## src/rtl/rst_seq_pkg.sv

```systemverilog
package rst_seq_pkg;

  typedef enum logic [2:0] {
    PH_0    = 3'd0,
    PH_1    = 3'd1,
    PH_2    = 3'd2,
    PH_3    = 3'd3,
    PH_IDLE = 3'd4
  } phase_e;

  function automatic int max_of(input int a, input int b);
    return (a > b) ? a : b;
  endfunction

endpackage

```

## src/rtl/rst_evt_qual.sv

```systemverilog
module rst_evt_qual #(
  parameter int N_DEST = 2,
  parameter int N_EXT  = 2,
  parameter int N_FUNC = 4,
  localparam int N_SRC = N_DEST + N_EXT + N_FUNC
) (
  input  logic [N_DEST-1:0] dest_req_i,
  input  logic [N_DEST-1:0] dest_mask_i,
  input  logic [N_EXT-1:0]  ext_req_i,
  input  logic [N_EXT-1:0]  ext_mask_i,
  input  logic [N_FUNC-1:0] func_req_i,
  input  logic [N_FUNC-1:0] func_mask_i,
  input  logic [N_FUNC-1:0] func_short_i,
  output logic              dest_any_o,
  output logic              full_any_o,
  output logic              short_any_o,
  output logic [N_SRC-1:0]  hit_o
);

  logic [N_DEST-1:0] dest_hit;
  logic [N_EXT-1:0]  ext_hit;
  logic [N_FUNC-1:0] func_hit, func_full, func_short;

  assign dest_hit = dest_req_i & ~dest_mask_i;
  assign ext_hit  = ext_req_i & ~ext_mask_i;

  for (genvar i = 0; i < N_FUNC; i++) begin : g_func
    assign func_hit[i]   = func_req_i[i] & ~func_mask_i[i];
    assign func_full[i]  = func_hit[i] & ~func_short_i[i];
    assign func_short[i] = func_hit[i] &  func_short_i[i];
  end

  assign dest_any_o  = |dest_hit;
  assign full_any_o  = (|ext_hit) | (|func_full);
  assign short_any_o = |func_short;
  assign hit_o       = {func_hit, ext_hit, dest_hit};

endmodule

```

## src/rtl/rst_dwell_cnt.sv

```systemverilog
module rst_dwell_cnt #(
  parameter int CNT_W = 10
) (
  input  logic             clk_i,
  input  logic             arst_ni,
  input  logic             restart_i,
  input  logic [CNT_W-1:0] lim_i,
  output logic             done_o
);

  logic [CNT_W-1:0] cnt_q;

  always_ff @(posedge clk_i or negedge arst_ni) begin
    if (!arst_ni)            cnt_q <= '0;
    else if (restart_i)      cnt_q <= '0;
    else if (cnt_q != '1)    cnt_q <= cnt_q + 1'b1;
  end

  assign done_o = (cnt_q >= lim_i);

  // saturate, never wrap past the top
  AST_CNT_SAT: assert property (@(posedge clk_i) disable iff (!arst_ni)
    (cnt_q == '1 && !restart_i) |=> (cnt_q == '1));

endmodule

```

## src/rtl/rst_status.sv

```systemverilog
module rst_status #(
  parameter int N = 8
) (
  input  logic         clk_i,
  input  logic         rst_ni,
  input  logic [N-1:0] set_i,
  input  logic [N-1:0] clr_i,
  output logic [N-1:0] q_o
);

  logic [N-1:0] q_q;

  for (genvar i = 0; i < N; i++) begin : g_bit
    always_ff @(posedge clk_i or negedge rst_ni) begin
      if (!rst_ni)       q_q[i] <= 1'b0;
      else if (set_i[i]) q_q[i] <= 1'b1;
      else if (clr_i[i]) q_q[i] <= 1'b0;
    end
  end

  assign q_o = q_q;

  AST_STICKY: assert property (@(posedge clk_i) disable iff (!rst_ni)
    ((q_o & ~clr_i) != '0) |=> ((q_o & $past(q_o & ~clr_i)) == $past(q_o & ~clr_i)));
  AST_SET_WINS: assert property (@(posedge clk_i) disable iff (!rst_ni)
    (set_i != '0) |=> ((q_o & $past(set_i)) == $past(set_i)));

endmodule

```

## src/rtl/rst_seq_fsm.sv

```systemverilog
module rst_seq_fsm
  import rst_seq_pkg::*;
#(
  parameter int N_DEST = 2,
  parameter int N_EXT  = 2,
  parameter int N_FUNC = 4,
  parameter int P0_MIN = 3,
  parameter int P1_MIN = 350,
  parameter int P2_MIN = 8,
  parameter int P3_MIN = 40,
  localparam int N_SRC   = N_DEST + N_EXT + N_FUNC,
  localparam int MAX_MIN = max_of(max_of(P0_MIN, P1_MIN), max_of(P2_MIN, P3_MIN)),
  localparam int CNT_W   = $clog2(MAX_MIN) + 1
) (
  input  logic              clk_i,
  input  logic              rst_ni,
  input  logic              osc_ok_i,
  input  logic              vreg_ok_i,
  input  logic [N_DEST-1:0] dest_req_i,
  input  logic [N_DEST-1:0] dest_mask_i,
  input  logic [N_EXT-1:0]  ext_req_i,
  input  logic [N_EXT-1:0]  ext_mask_i,
  input  logic [N_FUNC-1:0] func_req_i,
  input  logic [N_FUNC-1:0] func_mask_i,
  input  logic [N_FUNC-1:0] func_short_i,
  input  logic              flash_done_i,
  input  logic [N_SRC-1:0]  stat_clr_i,
  output logic [2:0]        phase_o,
  output logic              sys_rst_o,
  output logic              flash_start_o,
  output logic [N_SRC-1:0]  stat_o
);

  logic             dest_any, full_any, short_any;
  logic [N_SRC-1:0] hit;

  rst_evt_qual #(
    .N_DEST(N_DEST), .N_EXT(N_EXT), .N_FUNC(N_FUNC)
  ) u_qual (
    .dest_req_i  (dest_req_i),
    .dest_mask_i (dest_mask_i),
    .ext_req_i   (ext_req_i),
    .ext_mask_i  (ext_mask_i),
    .func_req_i  (func_req_i),
    .func_mask_i (func_mask_i),
    .func_short_i(func_short_i),
    .dest_any_o  (dest_any),
    .full_any_o  (full_any),
    .short_any_o (short_any),
    .hit_o       (hit)
  );

  // power-on or destructive request clears the sequencer without a clock
  logic arst_n;
  assign arst_n = rst_ni & ~dest_any;

  phase_e           state_q, state_d;
  logic             restart, start_d, start_q, cnt_done, past_vld;
  logic [CNT_W-1:0] lim;

  always_comb begin
    case (state_q)
      PH_0:    lim = CNT_W'(P0_MIN - 1);
      PH_1:    lim = CNT_W'(P1_MIN - 1);
      PH_2:    lim = CNT_W'(P2_MIN - 1);
      PH_3:    lim = CNT_W'(P3_MIN - 1);
      default: lim = '0;
    endcase
  end

  rst_dwell_cnt #(.CNT_W(CNT_W)) u_cnt (
    .clk_i    (clk_i),
    .arst_ni  (arst_n),
    .restart_i(restart),
    .lim_i    (lim),
    .done_o   (cnt_done)
  );

  always_comb begin
    state_d = state_q;
    restart = 1'b0;
    start_d = 1'b0;
    case (state_q)
      PH_0: begin
        if (cnt_done && osc_ok_i && vreg_ok_i) begin
          state_d = PH_1;
          restart = 1'b1;
        end
      end
      PH_1: begin
        if (full_any) begin
          restart = 1'b1;
        end else if (cnt_done) begin
          state_d = PH_2;
          restart = 1'b1;
          start_d = 1'b1;
        end
      end
      PH_2: begin
        if (full_any) begin
          state_d = PH_1;
          restart = 1'b1;
        end else if (cnt_done && flash_done_i) begin
          state_d = PH_3;
          restart = 1'b1;
        end
      end
      PH_3: begin
        if (full_any) begin
          state_d = PH_1;
          restart = 1'b1;
        end else if (short_any) begin
          restart = 1'b1;
        end else if (cnt_done && flash_done_i) begin
          state_d = PH_IDLE;
          restart = 1'b1;
        end
      end
      default: begin
        if (full_any) begin
          state_d = PH_1;
          restart = 1'b1;
        end else if (short_any) begin
          state_d = PH_3;
          restart = 1'b1;
          start_d = 1'b1;
        end
      end
    endcase
  end

  always_ff @(posedge clk_i or negedge arst_n) begin
    if (!arst_n) begin
      state_q  <= PH_0;
      start_q  <= 1'b0;
      past_vld <= 1'b0;
    end else begin
      state_q  <= state_d;
      start_q  <= start_d;
      past_vld <= 1'b1;
    end
  end

  rst_status #(.N(N_SRC)) u_stat (
    .clk_i (clk_i),
    .rst_ni(rst_ni),
    .set_i (hit),
    .clr_i (stat_clr_i),
    .q_o   (stat_o)
  );

  assign phase_o       = state_q;
  assign sys_rst_o     = (state_q != PH_IDLE);
  assign flash_start_o = start_q;

  AST_P0_EXIT_OK: assert property (@(posedge clk_i) disable iff (!arst_n)
    (past_vld && state_q == PH_1 && $past(state_q) == PH_0) |-> $past(osc_ok_i && vreg_ok_i));
  AST_FULL_TO_P1: assert property (@(posedge clk_i) disable iff (!arst_n)
    (past_vld && $past(full_any) && $past(state_q) != PH_0) |-> (state_q == PH_1));
  AST_P2_EXIT_FLASH: assert property (@(posedge clk_i) disable iff (!arst_n)
    (past_vld && state_q == PH_3 && $past(state_q) == PH_2) |-> $past(flash_done_i));
  AST_P3_ENTRY: assert property (@(posedge clk_i) disable iff (!arst_n)
    (past_vld && state_q == PH_3 && $past(state_q) != PH_3)
      |-> ($past(state_q) == PH_2 || ($past(state_q) == PH_IDLE && $past(short_any))));
  AST_IDLE_ENTRY: assert property (@(posedge clk_i) disable iff (!arst_n)
    (past_vld && state_q == PH_IDLE && $past(state_q) != PH_IDLE)
      |-> ($past(state_q) == PH_3 && $past(flash_done_i)));
  AST_START_ONE: assert property (@(posedge clk_i) disable iff (!arst_n)
    flash_start_o |=> !flash_start_o);
  AST_START_CAUSE: assert property (@(posedge clk_i) disable iff (!arst_n)
    (past_vld && flash_start_o)
      |-> ((state_q == PH_2 && $past(state_q) == PH_1) ||
           (state_q == PH_3 && $past(state_q) == PH_IDLE)));

endmodule

```

## config.mk

```make
export PLATFORM = sky130hd
export DESIGN_NAME = rst_seq_fsm
export DESIGN_NICKNAME = d
export VERILOG_FILES = /design/src/rtl/rst_seq_pkg.sv /design/src/rtl/rst_evt_qual.sv /design/src/rtl/rst_dwell_cnt.sv /design/src/rtl/rst_status.sv /design/src/rtl/rst_seq_fsm.sv
export SDC_FILE = /design/constraint.sdc
export NUM_CORES = 1
export LEC_CHECK = 0
export ABC_AREA = 1
export BUFFER_PORTS_ARGS = -buffer_cell sky130_fd_sc_hd__buf_2
export CAP_MARGIN = 20
export CORE_ASPECT_RATIO = 0.75
export CORE_MARGIN = 8
export CORE_UTILIZATION = 50
export DETAILED_ROUTE_END_ITERATION = 12
export PLACE_DENSITY = 0.9
export RECOVER_POWER = 25
export SYNTH_ARGS = -nofsm -noshare
export SYNTH_HDL_FRONTEND = slang
export SYNTH_SLANG_ARGS = --single-unit
export TNS_END_PERCENT = 10
```

## constraint.sdc

```tcl
create_clock -name clk_i -period 2.45 [get_ports clk_i]
set_input_delay 0 -clock clk_i [delete_from_list [all_inputs] [get_ports clk_i]]
set_output_delay 0 -clock clk_i [all_outputs]
set_load 0.005 [all_outputs]
```

==> results of run 1 <==
==> through the flow <==
stage,hold slack (ns),setup TNS [ns],area [um^2],instances
after floorplan,-0.296,0,1520,209
after global placement,-0.145,0,1820,295
after detailed placement,-0.146,0,1820,295
after CTS,0.00491,0,2030,315
after global routing,0.0347,-0.00540,2050,315
final,0.00868,0,2050,315
==> per-layer routing <==
metal,GRT usage,share of wire,vias to the layer above
met4,0.0876,0.031,0
met3,0.0545,0.10,17
met1,0.245,0.43,751
met2,0.292,0.43,99
met5,0.0200,0,-
li1,-,-,816
==> flip-flops by register name, indices dropped and copies added (netlist names) <==
name and cells:
phase_o 3, u_stat.q_o 8, u_cnt.cnt_q 10, flash_start_o 1
==> cell families after synthesis <==
group	after synthesis
adders and majority gates	9
buffers and inverters	45
AOI/OAI and AO/OA	35
muxes	1
xor gates and xnor gates	2
DFF	22
and+or+nand+nor	95
==> power groups by stage <==
stage               sequential [mW]  combinational, mW  clock, mW
floorplan                     0.478              0.538          0
detailed placement            0.480              0.789          0
global route                  0.493              0.976      0.242
finish                        0.486              0.861      0.229
global placement              0.478              0.762          0
CTS                           0.475              0.818      0.228
==> final cells by class <==
class	count	area (um^2)	share of cell area
Multi-Input combinational cell	142	820	0.401
Sequential cell	22	552	0.270
Timing Repair Buffer	66	419	0.205
Inverter	44	166	0.0813
Tap cell	38	47.5	0.0232
Clock buffer	3	41.3	0.0202
==> synth_stat cells (all sizes together) <==
library cell	count	area, um^2
o31ai	1	7.51
o211a	1	10.0
nand2	45	169
nand3	19	110
inv	43	161
nand4	5	37.5
nor3	4	30.0
dfrtp	22	551
mux2i	1	10.0
o21ai	13	65.1
nor2	20	103
o22ai	4	25.0
clkinv	1	5.00
and3	1	6.26
nand3b	1	7.51
xor2	2	17.5
ha	9	113
buf	1	5.00
a21oi	15	82.6
a211oi	1	7.51
==> tightest hold or removal path: cells and delay by family <==
family	cells	cell delay [ns]
compound gates	1	0.08
buf+inv	2	0.15
==> how the worst max path moves through the flow <==
stage                endpoint  cells after the start  slack (ns)
6_report       u_cnt.cnt_q[4]                     11        0.15
5_1_grt            phase_o[0]                     19      -0.003
4_1_cts        u_cnt.cnt_q[4]                     13        0.15
3_5_place_dp       phase_o[1]                     19        0.17
3_3_place_gp       phase_o[1]                     19        0.23
2_1_floorplan      phase_o[1]                     16        0.20
==> cells in the final DEF, fill, tap and decap left out, drive strengths merged <==
master       Yosys  routed
inv             43      43
o31ai            1       1
a21oi           15      15
buf              1      44
o21ai           13      13
o211a            1       1
and3             1       1
o22ai            4       4
a211oi           1       1
nand2           45      45
nor2            20      20
clkbuf           0       8
nand3b           1       1
dfrtp           22      22
ha               9       9
mux2i            1       1
clkinv           1       1
nand3           19      19
nor3             4       4
xor2             2       2
dlygate4sd3      0      17
nand4            5       5
==> timing repair <==
action,CTS,global route
endpoints found under the hold margin,30,0
endpoints found under the setup margin,0,13
hold buffers,17,0
resized for setup,0,8
==> flow_metrics.env, run 1 <==
export IMPL_timing_rr_start="phase_o[2]"
export IMPL_dp_hpwl_um=3040
export IMPL_postCtsSetupRepairBufs=0
export IMPL_drt_iter0_drc=166
export IMPL_cp_slowest_cell="dfrtp_1"
export IMPL_layout_setup_ws_ns=0.149
export IMPL_crit_type="reg2reg"
export IMPL_grt_max_degree=15
export IMPL_peakVddDrop_mv=0.370
export IMPL_yosys_warnings=0
export IMPL_dr_pass1_iters=4
export IMPL_synthesis_instances=209
export IMPL_grt_pass1_wl_um=7960
export IMPL_slew_headroom=0.549
export IMPL_first_global_vias=1741
export IMPL_crit_start="phase_o[2]"
export IMPL_internal_power_mw=0.869
export IMPL_powerDensity_nw_per_um2=771
export IMPL_start_kind="flop"
export IMPL_reg2reg_to="u_cnt.cnt_q[4]"
export IMPL_max_slew_worst_pin_slew_ns=0.674
export IMPL_leakage_nw=1.12
export IMPL_min_period_ns=2.30
export IMPL_io_buffer_count=45
export IMPL_grt_use_total=0.192
export IMPL_synth_adder_area_share=0.0740
export IMPL_avgSynthCellArea_um2=7.29
export IMPL_post_drt_wl_per_cell_um=15.3
export IMPL_rrSetupSlack_ns=0.15
export IMPL_grt_remaining_overflow=0
export IMPL_pwr_share_clk=0.145
export IMPL_fin_nets=321
export IMPL_dp_slack_ns=0.170
export IMPL_antenna_found_initial=0
export IMPL_start_util=0.523
export IMPL_fmax_mhz=435
export IMPL_cp_max_fo=10
export IMPL_cts_tree="built"
export IMPL_synth_xor_area_frac=0.0115
export IMPL_routed_wirelength_um=4810
export IMPL_drc=0
export IMPL_crit_arrival_ns=2.48
export IMPL_synth_compound_gate_area_share=0.130
export IMPL_core_area_um2=2910
export IMPL_cts_sinks=22
export IMPL_crit_family="simple AND/OR/NAND/NOR gates"
export IMPL_maxCapViolCount=0
export IMPL_hold_end="u_stat.q_o[1]"
export IMPL_die_width_um=79.7
export IMPL_cts_root_buf="clkbuf_8"
export IMPL_synth_fp_nets=251
export IMPL_routed_via_density=5.34
export IMPL_fin_crit_sh=0.939
export IMPL_detail_route_antenna_nets=0
export IMPL_crit_path_end_kind="flop"
export IMPL_seqPwrFrac=0.308
export IMPL_syn2layout_area_growth_pct=34.3
export IMPL_syn_area_um2=1520
export IMPL_path_clk_slew_ns=0.08
export IMPL_holdCritPathClass="in2reg"
export IMPL_clkLatencyLatePin_ns=0.26
export IMPL_ioPinCount=46
export IMPL_place_gp_congestion=0.925
export IMPL_cp_required_ns=2.63
export IMPL_rr_worst_depth=11
export IMPL_power_mw=1.58
export IMPL_synth_cell_types=28
export IMPL_synthSimpleGateAreaFrac=0.304
export IMPL_vias=1683
export IMPL_synth_seq_cells=22
export IMPL_fp_dieArea_um2=5090
export IMPL_seq_area_frac_synth=0.362
export IMPL_fin_util=0.702
export IMPL_max_stage_delay_ns=0.40
export IMPL_synth_top_family_by_area="simple AND/OR/NAND/NOR gates"
export IMPL_crit_buf_inv=1
export IMPL_synthMuxAreaShare=0.00657
export IMPL_whs_path_depth=3
export IMPL_diodes=0
export IMPL_setup_viol=0
export IMPL_cts_buffers=3
export IMPL_rows=17
export IMPL_min_from="dest_req_i[1]"
export IMPL_p_sw_mw=0.708
export IMPL_die_h_um=63.8
export IMPL_nFillCells=208
export IMPL_layout_drive_gt1_share=0.260
export IMPL_status="finished, final reports clean"
export IMPL_cts_max_level=1
export IMPL_cp_cell_sequence="buf_4 > nor3_1 > nor2_1 > ha_1 > nand2_1 > nand2_1 > nand3_1 > nand3_2 > nand3_1 > nand3_2 > a21oi_1"
export IMPL_cts_path_max_buffers=2
export IMPL_maxSlewViolCount=0
export IMPL_p_comb_frac=0.546
export IMPL_sw_frac_of_total=0.449
export IMPL_final_hold_violation_count=0
export IMPL_fin_worst_skew_ns=0.00631
Power figures use the tool's default switching activity.
==> inputs of run 2 (changes only) <==
--- a/config.mk
+++ b/config.mk
@@ -5,12 +5,13 @@
 export SDC_FILE = /design/constraint.sdc
 export NUM_CORES = 1
 export LEC_CHECK = 0
-export ABC_AREA = 1
+export ABC_AREA = 0
 export BUFFER_PORTS_ARGS = -buffer_cell sky130_fd_sc_hd__buf_2
 export CAP_MARGIN = 20
 export CORE_ASPECT_RATIO = 0.75
 export CORE_MARGIN = 8
 export CORE_UTILIZATION = 50
+export CTS_BUF_LIST = sky130_fd_sc_hd__clkbuf_2
 export DETAILED_ROUTE_END_ITERATION = 12
 export PLACE_DENSITY = 0.9
 export RECOVER_POWER = 25
==> run 2 against run 1 <==
  * Global-route usage decreased by 0.41 points
  * Clock skew decreased by 0.0017 ns
  * Combinational power decreased by 60%
  * First-iteration DRC count decreased by 40%
==> flow_metrics.env, run 2 <==
export IMPL_status="finished, final reports clean"
export IMPL_synth_most_common_cell="dfrtp_1"
export IMPL_cts_tree="built"
export IMPL_post_drt_wl_per_cell_um=17.1
export IMPL_die_h_um=63.3
export IMPL_io_buffer_count=45
export IMPL_vias=1548
export IMPL_power_mw=0.914
export IMPL_start_util=0.516
export IMPL_grt_use_total=0.188
export IMPL_cp_required_ns=2.75
export IMPL_crit_type="reg2reg"
export IMPL_largest_reg_flops=10
export IMPL_avgSynthCellArea_um2=9.15
export IMPL_crit_path_end_kind="flop"
export IMPL_grt_max_degree=15
export IMPL_cts_sinks=22
export IMPL_synth_area_leaders="dfrtp_1, ha_1, inv_1, nor2_1, xor2_1"
export IMPL_leakage_nw=1.01
export IMPL_maxCapViolCount=0
export IMPL_ys_flop_type="dfrtp_1"
export IMPL_cts_buffers=3
export IMPL_synth_edff_count=0
export IMPL_path_clk_slew_ns=0.20
export IMPL_seq_area_frac_synth=0.369
export IMPL_cp_max_fo=5
export IMPL_final_hold_violation_count=0
export IMPL_synth_seq_cells=22
export IMPL_fmax_mhz=417
export IMPL_synth_largest_area_cell="dfrtp_1"
export IMPL_fin_tns_setup_ns=0
export IMPL_antenna_found_initial=0
export IMPL_dr_pass1_iters=4
export IMPL_yosys_warnings=0
export IMPL_mostFrequentLayoutCells="buf_2, dfrtp_1, dlygate4sd3_1"
export IMPL_ys_top_cells_by_count="dfrtp_1, inv_1, nor2_1"
export IMPL_start_kind="flop"
export IMPL_place_gp_congestion=0.910
export IMPL_routed_via_density=5.59
export IMPL_layout_drive_gt1_share=0.289
export IMPL_routed_wirelength_um=4730
export IMPL_crit_arrival_ns=2.69
export IMPL_fp_dieArea_um2=5000
export IMPL_diodes=0
export IMPL_setup_viol=0
export IMPL_core_area_um2=2890
export IMPL_ioPinCount=46
export IMPL_syn2layout_area_growth_pct=38.1
export IMPL_synth_cell_types=48
export IMPL_nFillCells=218
export IMPL_netlist_area_leader_share=0.369
export IMPL_peakVddDrop_mv=0.359
export IMPL_dp_hpwl_um=3260
export IMPL_syn_area_um2=1490
export IMPL_cts_max_level=1
export IMPL_slew_headroom=0.559
export IMPL_grt_pass1_wl_um=7560
export IMPL_fin_worst_skew_ns=0.00462
export IMPL_drt_iter0_drc=99
export IMPL_regMostFlops="u_cnt.cnt_q"
export IMPL_drc=0
export IMPL_die_width_um=79.1
export IMPL_grt_remaining_overflow=0
export IMPL_powerDensity_nw_per_um2=444
export IMPL_whs_ns=0.116
export IMPL_layout_commonest_cell="buf_2"
export IMPL_rsz0062_at_grt="true"
export IMPL_cts_root_buf="clkbuf_2"
export IMPL_first_global_vias=1543
export IMPL_holdCritPathClass="in2reg"
export IMPL_synth_fp_nets=205
export IMPL_min_period_ns=2.40
export IMPL_fin_nets=282
export IMPL_synthesis_instances=163
export IMPL_detail_route_antenna_nets=0
export IMPL_rows=17
export IMPL_max_slew_worst_pin_slew_ns=0.660
export IMPL_cts_path_max_buffers=2
export IMPL_maxSlewViolCount=0
export IMPL_async_flop_share=1.00
export IMPL_clkLatencyLatePin_ns=0.35
export IMPL_fin_crit_sh=0.978
run 2: changes by cell type after synthesis, moves of 4 or more:
cell / delta
a21oi_1: -6
nand2_1: -36
nand3_1: -10
o21ai_0: -5
nor2_2: -5
a21o_1: +4
nand2b_1: +5
inv_1: -22
run 2: worst max-delay path, stage by stage (launching register included):
cell	delay (ns)
dfrtp_1	0.45
inv_1	0.09
nor2_2	0.13
nand2_2	0.14
ha_1	0.33
a21oi_1	0.15
o21ai_0	0.13
o21bai_1	0.24
a31o_2	0.30
or2_2	0.30
nand3_1	0.08
run 2: area by class of cell:
cell class	instances	area, um^2	area share
clock buffer	3	15.0	0.00729
clock inverter	1	3.75	0.00182
inverter	18	67.6	0.0328
multi-input combinational	122	896	0.435
sequential	22	552	0.268
tap	38	47.5	0.0231
timing repair buffer	73	478	0.232
run 2: report_power, final:
| group | switching (mW) | internal (mW) |
|---|---|---|
| logic | 0.184 | 0.161 |
| clock network | 0.116 | 0.0354 |
| registers | 0.0267 | 0.391 |
run 2: cells by family (layout without fill, tap and decap cells):
kind of cell / after synthesis / in the layout / share of synthesized area
AOI/OAI and AO/OA: 41 / 41 / 0.211
DFF: 22 / 22 / 0.369
and+or+nand+nor: 65 / 65 / 0.254
xor gates and xnor gates: 6 / 6 / 0.0352
adders and majority gates: 9 / 9 / 0.0755
muxes: 1 / 1 / 0.00671
buffers and inverters: 19 / 95 / 0.0478
run 2: layer usage:
layer  routed length (um)  up-vias  track usage
li1                     -      739            -
met1                 1910      726        0.233
met2                 2420       75        0.314
met3                  334        8       0.0467
met4                   64        0       0.0507
met5                    0        -            0
run 2: worst paths after layout:
kind / from / to / slack [ns] / cells after the start
max: phase_o[0] / phase_o[1] / 0.05 / 10
min: func_short_i[0] / phase_o[2] / 0.12 / 4
max reg2reg: phase_o[0] / phase_o[1] / 0.05 / 10
min reg2reg: u_cnt.cnt_q[0] / u_cnt.cnt_q[0] / 0.62 / 2
max in group asynchronous: dest_req_i[0] / phase_o[1] / 0.46 / 6
min in group asynchronous: rst_ni / u_stat.q_o[0] / 0.13 / 2
run 2: per-stage QoR:
step	std cells	utilization	area, um^2	setup WS, ns
5_1_grt	277	0.712	2060	-0.0524
3_5_place_dp	250	0.622	1800	0.0847
2_1_floorplan	163	-	1490	0.230
4_1_cts	274	0.697	2020	0.0474
3_3_place_gp	250	0.622	1800	0.131
6_report	277	0.712	2060	0.0539
run 2: repair_timing:
| action | CTS | global route |
|---|---|---|
| setup buffers | 0 | 3 |
| resized for setup | 0 | 9 |
| hold buffers | 20 | 0 |
| endpoints found under the setup margin | 0 | 14 |
| endpoints found under the hold margin | 30 | 0 |
